$ cat config.mk
export PLATFORM = sky130hd
export DESIGN_NAME = fifo_chain_ctrl
export DESIGN_NICKNAME = d
export VERILOG_FILES = /design/src/rtl/fifo_chain_pkg.sv /design/src/rtl/fifo_chain_dp.sv /design/src/rtl/fifo_chain_ctl.sv /design/src/rtl/fifo_chain_ctrl.sv
export SDC_FILE = /design/constraint.sdc
export NUM_CORES = 1
export LEC_CHECK = 0
export BUFFER_PORTS_ARGS = -buffer_cell sky130_fd_sc_hd__clkbuf_2
export CAP_MARGIN = 30
export CORE_AREA = 2 2 46 48
export DETAILED_ROUTE_END_ITERATION = 12
export DIE_AREA = 0 0 48 50
export GPL_TIMING_DRIVEN = 0
export PLACE_DENSITY = 0.77
export SLEW_MARGIN = 20
export SYNTH_ARGS = -nofsm -noshare
export SYNTH_HDL_FRONTEND = slang
export SYNTH_SLANG_ARGS = --single-unit
$ cat constraint.sdc
create_clock -name clk -period 5.4 [get_ports clk]
set_input_delay 0.81 -clock clk [delete_from_list [all_inputs] [get_ports clk]]
set_output_delay 0.81 -clock clk [all_outputs]
set_load 0.05 [all_outputs]
$ cat src/rtl/fifo_chain_pkg.sv
package fifo_chain_pkg;
  // Strobes from the control half to the datapath half.
  typedef struct packed {
    logic wrStep;   // accepted write this cycle
    logic rdStep;   // accepted read this cycle
    logic rewind;   // single-device retransmit
  } chainStrobe_t;
endpackage

$ cat src/rtl/fifo_chain_dp.sv
module fifo_chain_dp
  import fifo_chain_pkg::*;
#(
  parameter int DEPTH = 8,
  localparam int AW = $clog2(DEPTH),
  localparam int CW = $clog2(DEPTH + 1)
) (
  input  logic          clk,
  input  logic          rstN,
  input  chainStrobe_t  st,
  output logic [AW-1:0] wrAddr,
  output logic [AW-1:0] rdAddr,
  output logic          wrAtLast,
  output logic          rdAtLast,
  output logic          full,
  output logic          empty,
  output logic          halfFull
);
  localparam logic [AW-1:0] LAST = AW'(DEPTH - 1);
  localparam logic [CW-1:0] CAP  = CW'(DEPTH);
  localparam logic [CW-1:0] HALF = CW'(DEPTH / 2);

  logic [AW-1:0] wrPtr, rdPtr;
  logic [CW-1:0] count;
  logic          wroteAll;

  assign wrAddr   = wrPtr;
  assign rdAddr   = rdPtr;
  assign wrAtLast = (wrPtr == LAST);
  assign rdAtLast = (rdPtr == LAST);
  assign full     = (count == CAP);
  assign empty    = (count == '0);
  assign halfFull = (count > HALF);

  always_ff @(posedge clk) begin
    if (!rstN) begin
      wrPtr    <= '0;
      rdPtr    <= '0;
      count    <= '0;
      wroteAll <= 1'b0;
    end else begin
      if (st.wrStep) begin
        wrPtr <= wrAtLast ? '0 : wrPtr + 1'b1;
        if (wrAtLast) wroteAll <= 1'b1;
      end
      if (st.rewind) begin
        rdPtr <= '0;
        count <= wroteAll ? CAP : CW'(wrPtr);
      end else begin
        if (st.rdStep) rdPtr <= rdAtLast ? '0 : rdPtr + 1'b1;
        count <= count + CW'(st.wrStep) - CW'(st.rdStep);
      end
    end
  end

  // no write into a full store unless a read frees a slot
  assert_no_overflow_R3: assert property (@(posedge clk) disable iff (!rstN)
    (full && !st.rdStep) |-> !st.wrStep);
  // no read from an empty store
  assert_no_underflow_R3: assert property (@(posedge clk) disable iff (!rstN)
    empty |-> !st.rdStep);
  // write address holds when nothing is written
  assert_wr_hold_R10: assert property (@(posedge clk) disable iff (!rstN)
    !st.wrStep |=> $stable(wrPtr));
endmodule

$ cat src/rtl/fifo_chain_ctl.sv
module fifo_chain_ctl
  import fifo_chain_pkg::*;
(
  input  logic         clk,
  input  logic         rstN,
  input  logic         expInN,
  input  logic         flRtN,
  input  logic         wrReq,
  input  logic         rdReq,
  input  logic         wrAtLast,
  input  logic         rdAtLast,
  input  logic         full,
  input  logic         empty,
  output chainStrobe_t st,
  output logic         wrGrant,
  output logic         rdGrant,
  output logic         wrTokenHeld,
  output logic         rdTokenHeld,
  output logic         singleMode,
  output logic         pulseOut
);
  logic modeSingle, wrTok, rdTok, expectWr, pendRd, pulseQ;
  logic rewind, wrHand, rdHand, inPulse, needRd;

  assign singleMode  = modeSingle;
  assign wrTokenHeld = modeSingle | wrTok;
  assign rdTokenHeld = modeSingle | rdTok;
  assign pulseOut    = pulseQ;

  always_comb begin
    rewind  = modeSingle & ~flRtN;
    rdGrant = rdReq & rdTokenHeld & ~empty & ~rewind;
    wrGrant = wrReq & wrTokenHeld & (~full | rdGrant) & ~rewind;
    wrHand  = wrGrant & wrAtLast & ~modeSingle;
    rdHand  = rdGrant & rdAtLast & ~modeSingle;
    inPulse = ~modeSingle & ~expInN;
    needRd  = pendRd | rdHand;
    st.wrStep = wrGrant;
    st.rdStep = rdGrant;
    st.rewind = rewind;
  end

  always_ff @(posedge clk) begin
    if (!rstN) begin
      modeSingle <= ~expInN;
      wrTok      <= ~flRtN;
      rdTok      <= ~flRtN;
      expectWr   <= 1'b1;
      pendRd     <= 1'b0;
      pulseQ     <= 1'b0;
    end else begin
      // write hand-off wins the output; a colliding read waits one cycle
      pulseQ <= wrHand | needRd;
      pendRd <= needRd & wrHand;
      if (wrHand) wrTok <= 1'b0;
      else if (inPulse && expectWr) wrTok <= 1'b1;
      if (rdHand) rdTok <= 1'b0;
      else if (inPulse && !expectWr) rdTok <= 1'b1;
      if (inPulse) expectWr <= ~expectWr;
    end
  end

  // losing the write token is announced at once
  assert_wr_release_pulse_R4: assert property (@(posedge clk) disable iff (!rstN)
    $fell(wrTok) |-> pulseQ);
  // colliding hand-offs give a pulse two cycles later as well
  assert_collision_second_R6: assert property (@(posedge clk) disable iff (!rstN)
    (wrHand && rdHand) |-> ##2 pulseQ);
  // no token pulses in single-device mode
  assert_single_quiet_R10: assert property (@(posedge clk) disable iff (!rstN)
    modeSingle |-> !pulseQ);
endmodule

$ cat src/rtl/fifo_chain_ctrl.sv
module fifo_chain_ctrl
  import fifo_chain_pkg::*;
#(
  parameter int DEPTH = 8,
  localparam int AW = $clog2(DEPTH)
) (
  input  logic          clk,
  input  logic          rstN,
  input  logic          expInN,
  input  logic          flRtN,
  input  logic          wrReq,
  input  logic          rdReq,
  output logic          wrGrant,
  output logic          rdGrant,
  output logic [AW-1:0] wrAddr,
  output logic [AW-1:0] rdAddr,
  output logic          wrTokenHeld,
  output logic          rdTokenHeld,
  output logic          singleMode,
  output logic          expOutN
);
  chainStrobe_t st;
  logic wrAtLast, rdAtLast, full, empty, halfFull, pulseOut;

  fifo_chain_ctl uCtl (
    .clk, .rstN, .expInN, .flRtN, .wrReq, .rdReq,
    .wrAtLast, .rdAtLast, .full, .empty,
    .st, .wrGrant, .rdGrant, .wrTokenHeld, .rdTokenHeld,
    .singleMode, .pulseOut
  );

  fifo_chain_dp #(.DEPTH(DEPTH)) uDp (
    .clk, .rstN, .st, .wrAddr, .rdAddr,
    .wrAtLast, .rdAtLast, .full, .empty, .halfFull
  );

  assign expOutN = ~rstN | (singleMode ? ~halfFull : ~pulseOut);
endmodule

== Yosys cells after proc, flatten, opt, wreduce, memory -nomap -nowiden ==
Cells that the tools add are included.
Word-level totals
  output and inout port bits: 12
  register bits: 17
  input bits: 6
Operators by class
  muxes and demuxes: 11
  magnitude comparators: 1
  equal/unequal tests: 5
  add/subtract/negate cells: 4
  bitwise operators: 29
  reduce and logical (&&, ||, !) cells: 6
Operators with widths (count)
  $and 1x1->1: 13
  $not 1->1: 10
  $mux 4: 2
  $mux 1: 7
  $add 3x1->3 const B: 2
  $eq 3x3->1 const B: 2
  $mux 3: 2
  $ne 3x1->1 const B: 2
  $or 1x1->1: 6
  $add 4x1->4: 1
  $eq 4x4->1 const B: 1
  $gt 4x3->1 const B: 1
  $logic_not 4->1: 1
  $sub 4x1->4: 1
  $logic_and 1x1->1: 2
  $reduce_and 2->1: 1
  $reduce_or 2->1: 1
  $logic_not 1->1: 1

== Depth between registers and ports, before layout ==
Gate-level depths: netlist (run 1).
  depth in word-level cells: 11
  mapped depth: 12
  mapped depth without buffers: 12

== Hierarchy ==
Synthesis (run 1) repeated with hierarchy kept, for this count alone.
Unflattened totals
  cells, all modules: 111
  area, all modules: 1018.5 um2
Modules (own cells, without submodules)
  fifo_chain_dp: area each 663.1 um2, times used 1, cells an instance 71
  fifo_chain_ctl: area each 340.3 um2, times used 1, cells an instance 38
  fifo_chain_ctrl: area each 15.0 um2, times used 1, cells an instance 2

== Worst setup path after synthesis (run 1) ==
Ideal clock, no wire load.
  kind: input to register
  start: in rdReq
  end: reg uDp.count[2]
  arrival time: 2882 ps
  setup slack: 2402 ps
  stages: 11
  cell sequence: o21ai_2 a21oi_2 and2_1 ha_1 inv_1 ha_1 inv_1 fa_1 xnor2_1 a21oi_1 nor2_1
Between the ends
  word-level cells in the longest chain between the ends: 9
Ends and longest elaborated chain
  start: declaration: RTL line fifo_chain_ctrl.sv:12  | input logic rdReq,
  $and 1x1->1 (*) (3 in series): RTL line fifo_chain_ctl.sv:32  | rdGrant = rdReq & rdTokenHeld & ~empty & ~rewind;
  net rdGrant: RTL line fifo_chain_ctrl.sv:14  | output logic rdGrant,
  $or 1x1->1: RTL line fifo_chain_ctl.sv:33  | wrGrant = wrReq & wrTokenHeld & (~full | rdGrant) & ~rewind;
  $and 1x1->1 (2 in series): RTL line fifo_chain_ctl.sv:33
  $add 4x1->4: RTL line fifo_chain_dp.sv:51  | count <= count + CW'(st.wrStep) - CW'(st.rdStep);
  $sub 4x1->4 (*): RTL line fifo_chain_dp.sv:51
  $mux 4 (*): RTL line fifo_chain_dp.sv:46  | if (st.rewind) begin
  end signal: assignment: RTL line fifo_chain_dp.sv:48  | count <= wroteAll ? CAP : CW'(wrPtr);
  end signal: assignment: RTL line fifo_chain_dp.sv:51
  end: declaration: RTL line fifo_chain_dp.sv:24  | logic [CW-1:0] count;
The timed path passes the listed nets; every way through them passes the cells marked *.
A chain may end at the register's enable or synchronous reset.

== Final worst setup path (run 1) ==
  start: reg uDp.count[2]
  end: out rdGrant
Between the ends
  word-level cells in the longest chain between the ends: 4
Ends and longest elaborated chain
  $logic_not 4->1: RTL line fifo_chain_dp.sv:32  | assign empty = (count == '0);
  $not 1->1: RTL line fifo_chain_ctl.sv:32
  $and 1x1->1 (2 in series): RTL line fifo_chain_ctl.sv:32
  end: declaration: RTL line fifo_chain_ctrl.sv:14
Every way passes these cells.

==> impl_metrics.csv, run 1 <==
group,metric,value,unit
global_routing,vias_in_the_first_global_route,685,
die,die-height,50,um
worst_setup_path,setup.worst_path.end_class,"output port",
finish,final_net_count,148,
finish,instances_no_fill,156,
global_routing,grt_overflow_total,0,
worst_setup_path,timing.reg2reg.setup_slack,2.78,ns
synth,asyncSetResetFlopFracSynth,0,%
routing,route.detailed.vias_per_inst,5.00,
synth,ys_warn_count,0,
global_routing,global_route.usage.total,17.4,%
worst_setup_path,critPathLaunch,"uDp.count[2]$_SDFF_PN0_",
cts,cts-resized-gates,0,
timing,final-hold-violation-count,0,
worst_setup_path,worst_path_max_delay_cell,"sky130_fd_sc_hd__a21oi_2",
routing,drt_first_iter_violations,17,
synth,synth_edf_count,3,
timing,grt_setup_unrepaired,"false",
worst_setup_path,critical_path.reg2reg.endpoint,"uDp.count[2]$_SDFF_PN0_",
timing,tns,0,ns
die,design.die.area,2400,um2
global_routing,grt_first_pass_wirelength,2990,um
cts,worstSkewPairLatency,0.29,ns
synth,dominantRegCellSynth,"sky130_fd_sc_hd__dfxtp_1",
synth,syn-cell-area,1010,um2
synth,ys_types,35,
global_routing,antenna_found_initial,0,
synth,synth_seq_cells,17,
worst_setup_path,crit_reg_reg_startpoint,"uDp.count[2]$_SDFF_PN0_",
die,rows,16,
outcome,status,"completed",
power,p_leak,0.000506,uW
synth,synth_top_cells_by_area,"sky130_fd_sc_hd__dfxtp_1 (28%), sky130_fd_sc_hd__ha_1 (14%), sky130_fd_sc_hd__edfxtp_1 (9.0%), sky130_fd_sc_hd__mux2i_1 (6.0%), sky130_fd_sc_hd__nor2_1 (4.5%)",
place,placedCellCount,152,
finish,ff_latch_area,370,um2
routing,wire_per_inst,11.5,um
synth,synthesis.nets,126,
worst_setup_path,timing_worst_setup_path_type,"flop to output port",
timing,timing_max_transition_violations_final,0,
timing,timing.fmax,370,MHz
cts,cts_hold_buf,0,
routing,detailedRoute.firstPassIterationCount,4,
finish,share_of_post_route_cells_with_drive_strength_above_1,25.6,%
cts,clk_pin_slew_worst_paths,0.10,ns
place,detailedPlacementHpwl,1430,um
synth,synth_largest_area_cell,"sky130_fd_sc_hd__dfxtp_1",
timing,max_slew_margin,69.6,%
timing,fin_crit_sh,50.1,%
routing,detail_route.wirelength,1790,um
finish,multiInputGateArea,563,um2
power,pd_cells,433,nW/um2
die,initial_core_utilization,52.9,%
finish,fillCellCount,176,
timing,tightest_slew,0.456,ns
cts,cts_num_sinks,17,
cts,cts_tree,"done",
power,vdd_ir_drop_max,0.222,mV
synth,syn_inst,108,
worst_setup_path,required,4.59,ns
finish,n_antenna_cell,0,
worst_setup_path,crit_path_max_fo,7,
synth,yosysMostFrequentCell,"sky130_fd_sc_hd__dfxtp_1",
cts,ctsLongestPathBuffers,2,
place,io_buffers,17,
synth,ys_seq_area_share,36.8,%
worst_setup_path,endpoint,"rdGrant",
worst_setup_path,critical_path.cell_chain,"inv_1, ha_1, a21oi_2, and2_1, clkbuf_2",
job,cap_viol_max_count,0,
routing,detailroute.via_count,780,
die,dieWidth,48,um
cts,clock_tree.htree_level_count,1,
worst_setup_path,startpoint_type,"flop",
cts,clockRootBuffer,"sky130_fd_sc_hd__clkbuf_4",
cts,cts_post_setup_buffers_inserted,0,
global_routing,largest_net_degree_at_the_start_of_global_routing,11,
synth,synth_largest_type_area_fraction,27.9,%
timing,layout_min_cycle_time,2.70,ns
hold_path,holdCritPathClass,"flop to flop",
timing,fin_skew,0.00228,ns
routing,detail-route-antenna-nets,0,
synth,ys_top_cells_by_count,"sky130_fd_sc_hd__dfxtp_1 (14), sky130_fd_sc_hd__nor2_1 (12), sky130_fd_sc_hd__ha_1 (11), sky130_fd_sc_hd__inv_1 (11)",
routing,drt_drc_violations_left,0,
timing,finalSetupViolations,0,
cts,tritoncts.num_buffers,3,
die,boundaryPins,18,
synth,postSynthAreaPerCell,9.31,um2
die,placeableCoreArea,1900,um2
worst_setup_path,worst_path_largest_cell_delay,0.40,ns
finish,area_growth,14.4,%
worst_setup_path,cell_count_of_the_worst_reg_to_reg_path,12,
worst_setup_path,worstPathArrival,1.89,ns
place,gpl.final_weighted_congestion,0.777,
## state kept, by name, summed over array words and instances, names as in the netlist
signal,flops
uCtl.pulseOut,1
uCtl.pendRd,1
uCtl.rdTok,1
uCtl.singleMode,1
uDp.wrAddr,3
uDp.wroteAll,1
uCtl.expectWr,1
uCtl.wrTok,1
uDp.rdAddr,3
uDp.count,4
## where the power goes
group,internal (uW),switching [uW]
Sequential,150,17.7
Clock,28.8,39.5
Combinational,107,155
Total,286,212
## layout by cell type (no fill, tap or decap), types with 2 or more instances in the layout
master,instances
sky130_fd_sc_hd__a21oi_1,8
sky130_fd_sc_hd__a21oi_2,2
sky130_fd_sc_hd__a31oi_1,2
sky130_fd_sc_hd__clkbuf_1,2
sky130_fd_sc_hd__clkbuf_2,17
sky130_fd_sc_hd__clkbuf_4,3
sky130_fd_sc_hd__dfxtp_1,14
sky130_fd_sc_hd__edfxtp_1,3
sky130_fd_sc_hd__ha_1,11
sky130_fd_sc_hd__inv_1,11
sky130_fd_sc_hd__mux2i_1,6
sky130_fd_sc_hd__nand2_1,8
sky130_fd_sc_hd__nor2_1,12
sky130_fd_sc_hd__nor3b_1,3
sky130_fd_sc_hd__o21ai_0,2
sky130_fd_sc_hd__or2_2,2
sky130_fd_sc_hd__xnor2_1,3
## how the worst min path moves through the flow
| stage | startpoint | slack [ns] | cells past startpoint | end |
|---|---|---|---|---|
| floorplan | uDp.wroteAll$_SDFFE_PN0P_ | 0.46 | 2 | uDp.wroteAll$_SDFFE_PN0P_ |
| global placement | uCtl.pendRd$_SDFF_PN0_ | 0.47 | 2 | uCtl.pulseOut$_SDFF_PN0_ |
| detailed placement | uDp.wroteAll$_SDFFE_PN0P_ | 0.48 | 2 | uDp.wroteAll$_SDFFE_PN0P_ |
| CTS | uDp.wroteAll$_SDFFE_PN0P_ | 0.50 | 2 | uDp.wroteAll$_SDFFE_PN0P_ |
| global route | uCtl.pendRd$_SDFF_PN0_ | 0.52 | 2 | uCtl.pulseOut$_SDFF_PN0_ |
| finish | uCtl.pendRd$_SDFF_PN0_ | 0.49 | 2 | uCtl.pulseOut$_SDFF_PN0_ |
## metal layers
metal	vias up	GRT usage [%]	part of all wire [%]	routed length [um]
li1	409	-	-	-
met1	351	23.1	48	862
met2	15	26.7	47	840
met3	5	2.56	3.2	58
met4	0	8.11	1.8	32
met5	-	0	0	0
## worst max-delay path, delay by kind of cell (launching register included)
kind | cells | cell delay, ns
AND/OR/NAND/NOR | 1 | 0.24
buffers and inverters | 2 | 0.37
adder cells (fa/ha/maj) | 1 | 0.24
AO/OA/AOI/OAI | 1 | 0.40
flip-flops | 1 | 0.36
## final cells by class
cell class | instances | area share [%]
Clock buffer | 4 | 2.28
Sequential cell | 17 | 32.2
Timing Repair Buffer | 17 | 7.39
Multi-Input combinational cell | 75 | 48.9
Buffer | 4 | 2.39
Tap cell | 27 | 2.93
Inverter | 12 | 3.91
## logic make-up (layout without fill, tap and decap cells)
group                      count (synthesis)  count (layout)  share of synthesized area (%)
DFF                                       17              17                           36.8
adders and majority gates                 12              12                           15.7
muxes                                      8               8                           8.58
AOI/OAI and AO/OA                         19              19                           13.1
buffers and inverters                     16              37                           7.21
and+or+nand+nor                           33              33                           16.0
xor gates and xnor gates                   3               3                           2.61
## per-stage QoR
step                total power [uW]  cell area, um2  utilization [%]  hold slack [ns]  worst slack, ns
global route                     541            1150             60.5            0.520             2.60
floorplan                        385            1010                -            0.461             2.40
global placement                 427            1120             59.1            0.471             2.53
detailed placement               436            1120             59.1            0.480             2.51
finish                           498            1150             60.5            0.493             2.70
CTS                              505            1150             60.5            0.496             2.66
(Power assumes the default switching activity.)
==> run 2, diff against run 1 <==
--- a/config.mk
+++ b/config.mk
@@ -7,11 +7,11 @@
 export LEC_CHECK = 0
 export BUFFER_PORTS_ARGS = -buffer_cell sky130_fd_sc_hd__clkbuf_2
 export CAP_MARGIN = 30
-export CORE_AREA = 2 2 46 48
+export CORE_AREA = 2 2 49 51
 export DETAILED_ROUTE_END_ITERATION = 12
-export DIE_AREA = 0 0 48 50
+export DIE_AREA = 0 0 51 53
 export GPL_TIMING_DRIVEN = 0
-export PLACE_DENSITY = 0.77
+export PLACE_DENSITY = 0.71
 export SLEW_MARGIN = 20
 export SYNTH_ARGS = -nofsm -noshare
 export SYNTH_HDL_FRONTEND = slang
==> constraint.sdc (replaced) <==
create_clock -name clk -period 2.41 [get_ports clk]
set_input_delay 0.3615 -clock clk [delete_from_list [all_inputs] [get_ports clk]]
set_output_delay 0.3615 -clock clk [all_outputs]
set_load 0.05 [all_outputs]
==> run 2 against run 1 <==
  * Final area grew 6.5%
  * Worst hold slack got worse by 0.18 ns
  * Register-to-register slack worse by 2.6 ns
  * Core utilization decreased by 3.4 points
  * Power is 140% higher
  * Routed wire length grew 7.1%
  * Critical path depth is 7 higher
  * Clock power grew 120%
  * Combinational power rose to 2.6 times the previous value
  * Sequential power increased by 120%
  * Critical endpoint is now uDp.count[2]$_SDFF_PN0_
  * Largest cell class unchanged
==> impl_metrics.csv, run 2 (synthesis results as in run 1) <==
group,metric,value,unit
timing,max_slew_margin,71.7,%
cts,cts_tree,"done",
cts,worstSkewPairLatency,0.29,ns
die,placeableCoreArea,2150,um2
timing,fin_crit_sh,93.7,%
worst_setup_path,worst_path_max_delay_cell,"sky130_fd_sc_hd__edfxtp_1",
power,vdd_ir_drop_max,0.562,mV
outcome,status,"completed",
routing,detailedRoute.firstPassIterationCount,4,
global_routing,grt_util_met2,28.1,%
die,rows,17,
cts,tritoncts.num_buffers,3,
worst_setup_path,startpoint_type,"flop",
global_routing,grt_overflow_total,0,
cts,clock_tree.htree_level_count,1,
cts,clk_pin_slew_worst_paths,0.10,ns
finish,share_of_post_route_cells_with_drive_strength_above_1,31.8,%
routing,wire_per_inst,12.0,um
worst_setup_path,critical_path.cell_chain,"buf_4, o21ai_4, a21oi_4, and2_4, ha_4, inv_2, ha_4, inv_2, fa_1, xnor2_1, a21oi_1, nor2_1",
hold_path,hold_path.startpoint,"expInN",
global_routing,global_route.usage.total,16.3,%
worst_setup_path,crit_path_max_fo,3,
finish,mostFrequentLayoutCells,"sky130_fd_sc_hd__clkbuf_2 (17), sky130_fd_sc_hd__dfxtp_1 (14), sky130_fd_sc_hd__nor2_1 (12)",
place,gpl.final_weighted_congestion,0.727,
global_routing,antenna_found_initial,0,
timing,final-hold-violation-count,0,
timing,fin_skew,0.00356,ns
finish,registers.top_by_ff_count,"uDp.count",
die,design.die.area,2700,um2
global_routing,global_route.usage.met1,19.1,%
routing,drt_drc_violations_left,0,
place,detailedPlacementHpwl,1500,um
worst_setup_path,critPathLaunch,"uCtl.singleMode$_DFFE_PN_",
finish,final_std_cell_area_no_fill,1230,um2
finish,area_growth,21.9,%
global_routing,largest_net_degree_at_the_start_of_global_routing,11,
worst_setup_path,setup.worst_path.end_class,"flop",
finish,n_antenna_cell,0,
finish,fin_util,57.1,%
hold_path,holdCritPathClass,"primary input to flop",
power,fin_total_pwr,1200,uW
worst_setup_path,family_with_the_most_delay_on_the_worst_path,"adder cells",
die,initial_core_utilization,46.8,%
timing,timing_max_transition_violations_final,0,
routing,detailroute.via_count,805,
cts,ctsLongestPathBuffers,2,
finish,layout.cells.most_common,"sky130_fd_sc_hd__clkbuf_2",
timing,finalSetupViolations,0,
global_routing,global_route.peak_usage_layer,"met2",
power,pd_cells,978,nW/um2
timing,tightest_slew,0.424,ns
routing,drt_first_iter_violations,11,
global_routing,vias_in_the_first_global_route,741,
timing,tns,0,ns
global_routing,grt_first_pass_wirelength,3170,um
worst_setup_path,worstPathArrival,2.45,ns
global_routing,global_routing_usage_on_met3,1.69,%
timing,layout_min_cycle_time,2.26,ns
worst_setup_path,crit_buf_inv,3,
finish,largest_register_ff_count,4,
worst_setup_path,crit_reg_reg_startpoint,"uCtl.singleMode$_DFFE_PN_",
power,p_leak,0.000524,uW
worst_setup_path,required,2.60,ns
finish,fillCellCount,203,
job,cap_viol_max_count,0,
cts,clockRootBuffer,"sky130_fd_sc_hd__clkbuf_4",
place,placed_cell_area,1160,um2
die,die-height,53,um
cts,cts_num_sinks,17,
routing,route.detailed.vias_per_inst,5.03,
timing,timing.fmax,443,MHz
place,io_buffers,17,
routing,detail-route-antenna-nets,0,
cts,cts_hold_buf,0,
die,boundaryPins,18,
die,dieWidth,51,um
worst_setup_path,worst_path_largest_cell_delay,0.43,ns
worst_setup_path,timing_worst_setup_path_type,"flop to flop",
routing,detail_route.wirelength,1920,um
finish,final_net_count,151,
==> run 2: where the power goes <==
| part | switching (uW) | internal, uW |
|---|---|---|
| combinational | 382 | 290 |
| clock | 87.5 | 64.3 |
| sequential | 38.2 | 336 |
| total | 508 | 691 |
==> run 2: worst reg2reg max path, cell delays in order (launching register included) <==
cell	delay (ns)
sky130_fd_sc_hd__edfxtp_1	0.43
sky130_fd_sc_hd__buf_4	0.17
sky130_fd_sc_hd__o21ai_4	0.16
sky130_fd_sc_hd__a21oi_4	0.05
sky130_fd_sc_hd__and2_4	0.18
sky130_fd_sc_hd__ha_4	0.23
sky130_fd_sc_hd__inv_2	0.06
sky130_fd_sc_hd__ha_4	0.13
sky130_fd_sc_hd__inv_2	0.03
sky130_fd_sc_hd__fa_1	0.37
sky130_fd_sc_hd__xnor2_1	0.15
sky130_fd_sc_hd__a21oi_1	0.14
sky130_fd_sc_hd__nor2_1	0.05
==> run 2: final timing paths <==
check	endpoint	slack (ns)	cells past startpoint
max	uDp.count[2]$_SDFF_PN0_	0.15	12
min	uCtl.singleMode$_DFFE_PN_	0.31	2
max reg2reg	uDp.count[2]$_SDFF_PN0_	0.15	12
min reg2reg	uDp.wroteAll$_SDFFE_PN0P_	0.50	2
==> run 2: final cells by class <==
class	instances	area (um2)	area share, %
Clock buffer	4	26.3	2.14
Sequential cell	17	370	30.2
Inverter	12	45.0	3.67
Multi-Input combinational cell	75	608	49.6
Tap cell	28	35.0	2.86
Timing Repair Buffer	20	108	8.78
Buffer	4	33.8	2.76
==> run 2: stage by stage <==
step	hold WS (ns)	setup slack, ns	cells
final	0.310	0.151	160
after global routing	0.320	-0.00977	160
after CTS	0.305	0.0327	158
after detailed placement	0.487	-0.0405	153
after global placement	0.472	0.0375	153
after floorplan	0.461	-0.166	108
==> run 2: layer usage <==
metal  part of all wire [%]  routed length (um)  vias up
met4                    2.4                  47        0
met5                      0                   0        -
met3                    1.9                  37        4
met2                     49                 941       11
li1                       -                   -      419
met1                     47                 895      371
==> run 2: what timing repair did <==
| action | in CTS | in global routing |
|---|---|---|
| setup buffers | 1 | 2 |
| endpoints found under the setup margin | 2 | 2 |
| gates resized for setup | 0 | 3 |
| pin swaps | 1 | 0 |
